[config.mk]
export PLATFORM = sky130hd
export DESIGN_NAME = i2c_arb_monitor
export DESIGN_NICKNAME = d
export VERILOG_FILES = /design/src/rtl/i2c_arb_pkg.sv /design/src/rtl/i2c_arb_sync.sv /design/src/rtl/i2c_arb_ctrl.sv /design/src/rtl/i2c_arb_dp.sv /design/src/rtl/i2c_arb_monitor.sv
export SDC_FILE = /design/constraint.sdc
export NUM_CORES = 1
export LEC_CHECK = 0
export ABC_AREA = 1
export BUFFER_PORTS_ARGS = -buffer_cell sky130_fd_sc_hd__buf_2
export CAP_MARGIN = 40
export CORE_MARGIN = 1
export CORE_UTILIZATION = 41
export DETAILED_ROUTE_END_ITERATION = 10
export SKIP_LAST_GASP = 1
export SYNTH_ARGS = -nofsm -noshare
export SYNTH_HDL_FRONTEND = slang
export SYNTH_SLANG_ARGS = --single-unit
[constraint.sdc]
create_clock -name clk -period 3.9 [get_ports clk]
set_clock_uncertainty 0.15 [all_clocks]
set_input_delay 0.585 -clock clk [delete_from_list [all_inputs] [get_ports clk]]
set_output_delay 0.585 -clock clk [all_outputs]
set_load 0.01 [all_outputs]
[src/rtl/i2c_arb_pkg.sv]
package i2c_arb_pkg;
  // strobes handed from control to datapath, one system clock wide
  typedef struct packed {
    logic sclRise;   // synchronized SCL rising edge
    logic frameEnd;  // SCL fall that closes the last bit of the frame
    logic cmpValid;  // compare allowed for the current bit
    logic frameRst;  // frame restart request
    logic sdaLvl;    // synchronized SDA level
  } arbStrobes_t;
endpackage

[src/rtl/i2c_arb_sync.sv]
module i2c_arb_sync #(
  parameter int STAGES = 2,
  parameter logic RESET_VAL = 1'b1
) (
  input  logic clk,
  input  logic rstN,
  input  logic din,
  output logic dout
);
  logic [STAGES-1:0] chain;

  generate
    for (genvar i = 0; i < STAGES; i++) begin : g_stage
      if (i == 0) begin : g_first
        always_ff @(posedge clk or negedge rstN) begin
          if (!rstN) chain[0] <= RESET_VAL;
          else       chain[0] <= din;
        end
      end else begin : g_next
        always_ff @(posedge clk or negedge rstN) begin
          if (!rstN) chain[i] <= RESET_VAL;
          else       chain[i] <= chain[i-1];
        end
      end
    end
  endgenerate

  assign dout = chain[STAGES-1];
endmodule

[src/rtl/i2c_arb_ctrl.sv]
module i2c_arb_ctrl
  import i2c_arb_pkg::*;
#(
  parameter int SYNC_STAGES = 2,
  parameter int FRAME_BITS  = 9
) (
  input  logic        clk,
  input  logic        rstN,
  input  logic        sclIn,
  input  logic        sdaIn,
  input  logic        driveEn,
  input  logic        ackRecv,
  input  logic        frameStart,
  output arbStrobes_t strb
);
  localparam int CNT_W = $clog2(FRAME_BITS);
  localparam logic [CNT_W-1:0] LAST_IDX = CNT_W'(FRAME_BITS - 1);

  logic sclSync, sdaSync, sclPrev;
  logic sclRise, sclFall;
  logic [CNT_W-1:0] bitCnt;
  logic onLastBit;

  i2c_arb_sync #(.STAGES(SYNC_STAGES), .RESET_VAL(1'b1)) u_sclSync (
    .clk(clk), .rstN(rstN), .din(sclIn), .dout(sclSync)
  );
  i2c_arb_sync #(.STAGES(SYNC_STAGES), .RESET_VAL(1'b1)) u_sdaSync (
    .clk(clk), .rstN(rstN), .din(sdaIn), .dout(sdaSync)
  );

  always_ff @(posedge clk or negedge rstN) begin
    if (!rstN) sclPrev <= 1'b1;
    else       sclPrev <= sclSync;
  end

  assign sclRise   = sclSync & ~sclPrev;
  assign sclFall   = ~sclSync & sclPrev;
  assign onLastBit = (bitCnt == LAST_IDX);

  // bit position inside the frame, advanced on each SCL fall
  always_ff @(posedge clk or negedge rstN) begin
    if (!rstN)           bitCnt <= '0;
    else if (frameStart) bitCnt <= '0;
    else if (sclFall)    bitCnt <= onLastBit ? '0 : bitCnt + 1'b1;
  end

  always_comb begin
    strb.sclRise  = sclRise;
    strb.frameEnd = sclFall & onLastBit & ~frameStart;
    strb.cmpValid = driveEn & ~(ackRecv & onLastBit);
    strb.frameRst = frameStart;
    strb.sdaLvl   = sdaSync;
  end
endmodule

[src/rtl/i2c_arb_dp.sv]
module i2c_arb_dp
  import i2c_arb_pkg::*;
(
  input  logic        clk,
  input  logic        rstN,
  input  arbStrobes_t strb,
  input  logic        txBit,
  input  logic        driveEn,
  input  logic        byteMode,
  input  logic        releaseEn,
  input  logic        flagClr,
  output logic        lossFlag,
  output logic        sdaOe,
  output logic        lossEvent
);
  logic cmpHit, mismatch;
  logic setNow, liveClear;
  logic flagQ, stickyQ, releasedQ, eventQ;

  assign mismatch = strb.sdaLvl ^ txBit;
  assign cmpHit   = strb.sclRise & strb.cmpValid;

  always_comb begin
    setNow    = 1'b0;
    liveClear = 1'b0;
    if (!byteMode) begin
      if (cmpHit) begin
        setNow    = mismatch;
        liveClear = ~mismatch;
      end
    end else begin
      setNow = strb.frameEnd & stickyQ;
    end
  end

  // frame-mode mismatch collector
  always_ff @(posedge clk or negedge rstN) begin
    if (!rstN)                                stickyQ <= 1'b0;
    else if (strb.frameRst || strb.frameEnd)  stickyQ <= 1'b0;
    else if (byteMode && cmpHit && mismatch)  stickyQ <= 1'b1;
  end

  // flag: a set outranks any clear in the same cycle
  always_ff @(posedge clk or negedge rstN) begin
    if (!rstN)                       flagQ <= 1'b0;
    else if (setNow)                 flagQ <= 1'b1;
    else if (flagClr || liveClear)   flagQ <= 1'b0;
  end

  always_ff @(posedge clk or negedge rstN) begin
    if (!rstN)                     releasedQ <= 1'b0;
    else if (setNow && releaseEn)  releasedQ <= 1'b1;
    else if (flagClr)              releasedQ <= 1'b0;
  end

  always_ff @(posedge clk or negedge rstN) begin
    if (!rstN) eventQ <= 1'b0;
    else       eventQ <= setNow & ~flagQ;
  end

  assign lossFlag  = flagQ;
  assign lossEvent = eventQ;
  assign sdaOe     = driveEn & ~releasedQ;
endmodule

[src/rtl/i2c_arb_monitor.sv]
module i2c_arb_monitor
  import i2c_arb_pkg::*;
#(
  parameter int SYNC_STAGES = 2,
  parameter int FRAME_BITS  = 9
) (
  input  logic clk,
  input  logic rstN,
  input  logic sclIn,
  input  logic sdaIn,
  input  logic txBit,
  input  logic driveEn,
  input  logic ackRecv,
  input  logic byteMode,
  input  logic releaseEn,
  input  logic flagClr,
  input  logic frameStart,
  output logic lossFlag,
  output logic sdaOe,
  output logic lossEvent
);
  arbStrobes_t strb;

  i2c_arb_ctrl #(.SYNC_STAGES(SYNC_STAGES), .FRAME_BITS(FRAME_BITS)) u_ctrl (
    .clk(clk), .rstN(rstN), .sclIn(sclIn), .sdaIn(sdaIn),
    .driveEn(driveEn), .ackRecv(ackRecv), .frameStart(frameStart),
    .strb(strb)
  );

  i2c_arb_dp u_dp (
    .clk(clk), .rstN(rstN), .strb(strb), .txBit(txBit),
    .driveEn(driveEn), .byteMode(byteMode), .releaseEn(releaseEn),
    .flagClr(flagClr), .lossFlag(lossFlag), .sdaOe(sdaOe),
    .lossEvent(lossEvent)
  );
endmodule

==> results.toml <==
[sta]
fin_crit_ns = 1.69
maxSlewHeadroom_pct = 81.5
timing.final.max_slew_violations = 0
hold_viol = 0
finalSetupTns_ns = 0
finalCritPeriodShare_pct = 43.4
timing.hold.ws_ns = 0.0295
setup_viol = 0
setup_ws_ns = 2.21
fmaxAchievable_ghz = 0.591
worst_pin_slew_ns = 0.278
rsz0062_at_grt = "no"

[yosys]
yosys-top-cells-area = "dfrtp_1 (31%), dfstp_2 (21%), nand2_1 (7.0%)"
synth_area_leader_cell = "dfrtp_1"
ys_types = 20
async_flop_share_pct = 100
ys_seq_elements = 13
synth_common_cells = "nand2_1 (12), dfrtp_1 (8), inv_1 (8)"
synth_area_sq_um = 641
syn_nets = 80
ys_warn_count = 0
synth_edf_count = 0
syn_area_per_cell_sq_um = 9.56
synth_top_area_share_pct = 31.3
synth_cells = 67
ys.flop_type = "dfrtp_1"
synth.most_common_cell = "nand2_1"
synth-seq-area-share_pct = 51.8

[clock_tree]
clk_transition_reported_paths_ns = 0.08
cts_num_sinks = 13
ctsLongestPathBuffers = 2
cts-hold-fix-buffers = 0
cts_root_buf = "clkbuf_4"
clk_latency_ns = 0.27
numCtsBuffers = 3
cts_setup_buffers = 0
cts_max_level = 1
cts-resized-gates = 0
cts_tree = "done"

[run]
cap_violations = 0

[finish]
area_growth_pct = 17.2
drive_gt1_share_pct = 40.5
finalNetCount = 98
diodes = 0
final_cells = 99
fillCellCount = 135

[outcome]
status = "finished clean"

[global_routing]
groute.usage.overall_pct = 14.6
antenna_found_initial = 0
grt_max_degree = 14
grt_pass1_vias = 451
grt_pass1_wl_um = 1900
grt_overflow = 0

[floorplan]
start_util_pct = 46.3
num_io_pins = 14
die_w_um = 41.5
dieArea_sq_mm = 0.00172
coreArea_sq_mm = 0.00138
rows = 13
die_y_um = 41.5

[critical_path]
cp.required_ns = 3.16
cp-start-kind = "input port"
endpoint_kind = "output pin"
worstSetupPathType = "in -> out"
worstPathArrival_ns = 0.96
worstPathMaxFanout = 2

[power_and_ir_drop]
power_density_mw_per_mm2 = 336
vdd_ir_drop_max_uv = 200
p_leak_nw = 0.379
total_power_w = 0.000252

[place]
io_buffers = 13
post-place-ws_ns = 2.20
dp_cells = 95
hpwl_um = 839
place.gp.congestion = 0.791

[route]
vias = 472
drtPass1Iterations = 5
post_drt_wl_per_cell_um = 10.8
routed_wl_um = 1070
antenna_left = 0
drtIter0Drc = 11
via_per_inst = 4.77
drc_errors = 0

[hold_path]
min_path_type = "in -> async"
area by class of cell:
class                           count  area, sq um  share of cell area (%)
Sequential cell                    13          332                    44.2
Multi-Input combinational cell     42          264                    35.2
Timing Repair Buffer               13         65.1                    8.67
Inverter                           12         45.0                    6.00
Clock buffer                        4         26.3                    3.50
Tap cell                           15         18.8                    2.50
report_power, final:
part / switching [W] / total, W / internal, W
Sequential: 0.00000294 / 0.000144 / 0.000142
Clock: 0.0000419 / 0.0000815 / 0.0000395
Combinational: 0.0000165 / 0.0000261 / 0.00000958
worst max-delay path, stage by stage:
cell and delay, ns:
buf_2 0.09, inv_1 0.10, nor2_1 0.05, buf_2 0.13
flip-flops by register name (all words and copies together) (netlist names):
name and cells:
u_dp.releasedQ 1, u_ctrl.u_sdaSync.dout 1, u_ctrl.u_sdaSync.chain 1, u_ctrl.u_sclSync.chain 1
u_dp.lossEvent 1, u_ctrl.sclPrev 1, u_ctrl.u_sclSync.dout 1, u_dp.lossFlag 1
u_dp.stickyQ 1, u_ctrl.bitCnt 4
path summary, 6_finish.rpt:
| kind | startpoint | end | slack, ns | depth (start not counted) |
|---|---|---|---|---|
| worst max register to register | u_ctrl.bitCnt[0]$_DFFE_PN0P_ | u_dp.releasedQ$_DFFE_PN0P_ | 2.46 | 7 |
| worst min register to register | u_ctrl.u_sdaSync.chain[0]$_DFF_PN1_ | u_ctrl.u_sdaSync.dout$_DFF_PN1_ | 0.21 | 0 |
| max in group asynchronous | rstN | u_ctrl.u_sclSync.chain[0]$_DFF_PN1_ | 3.29 | 1 |
| worst max-delay path | driveEn | sdaOe | 2.21 | 4 |
| worst min-delay path | rstN | u_ctrl.bitCnt[2]$_DFFE_PN0P_ | 0.03 | 1 |
| min in group clk | u_ctrl.u_sdaSync.chain[0]$_DFF_PN1_ | u_ctrl.u_sdaSync.dout$_DFF_PN1_ | 0.21 | 0 |
cell families after synthesis:
logic type	share of synthesized area (%)
XOR/XNOR	1.37
AND/OR/NAND/NOR	30.1
flip-flops	51.8
AO/OA/AOI/OAI	5.86
buffers and inverters	7.03
adder cells (fa/ha/maj)	3.91
stage by stage:
| stage | utilization, % | instance area [sq um] |
|---|---|---|
| 3_3_place_gp | 52.4 | 724 |
| 2_1_floorplan | - | 641 |
| 4_1_cts | 54.3 | 751 |
| 3_5_place_dp | 52.4 | 724 |
| 5_1_grt | 54.3 | 751 |
| 6_report | 54.3 | 751 |
per-layer routing:
layer  global-route usage [%]  vias to the layer above  routed length (um)
li1                         -                      250                   -
met1                     19.3                      210                 513
met2                     22.2                       10                 502
met3                     4.78                        2                  49
met4                     5.81                        0                   6
met5                        0                        -                   0
layout by cell type, fill, tap and decap left out, types with 3 or more instances in the layout:
cell	Yosys	final
nand4_1	4	4
o21ai_1	3	3
inv_2	4	4
a21oi_1	3	3
buf_2	0	13
inv_1	8	8
nand3_1	5	5
nand2_1	12	12
dfrtp_1	8	8
dfstp_2	5	5
clkbuf_4	0	3
No activity file was read; power rests on OpenSTA's default activity.
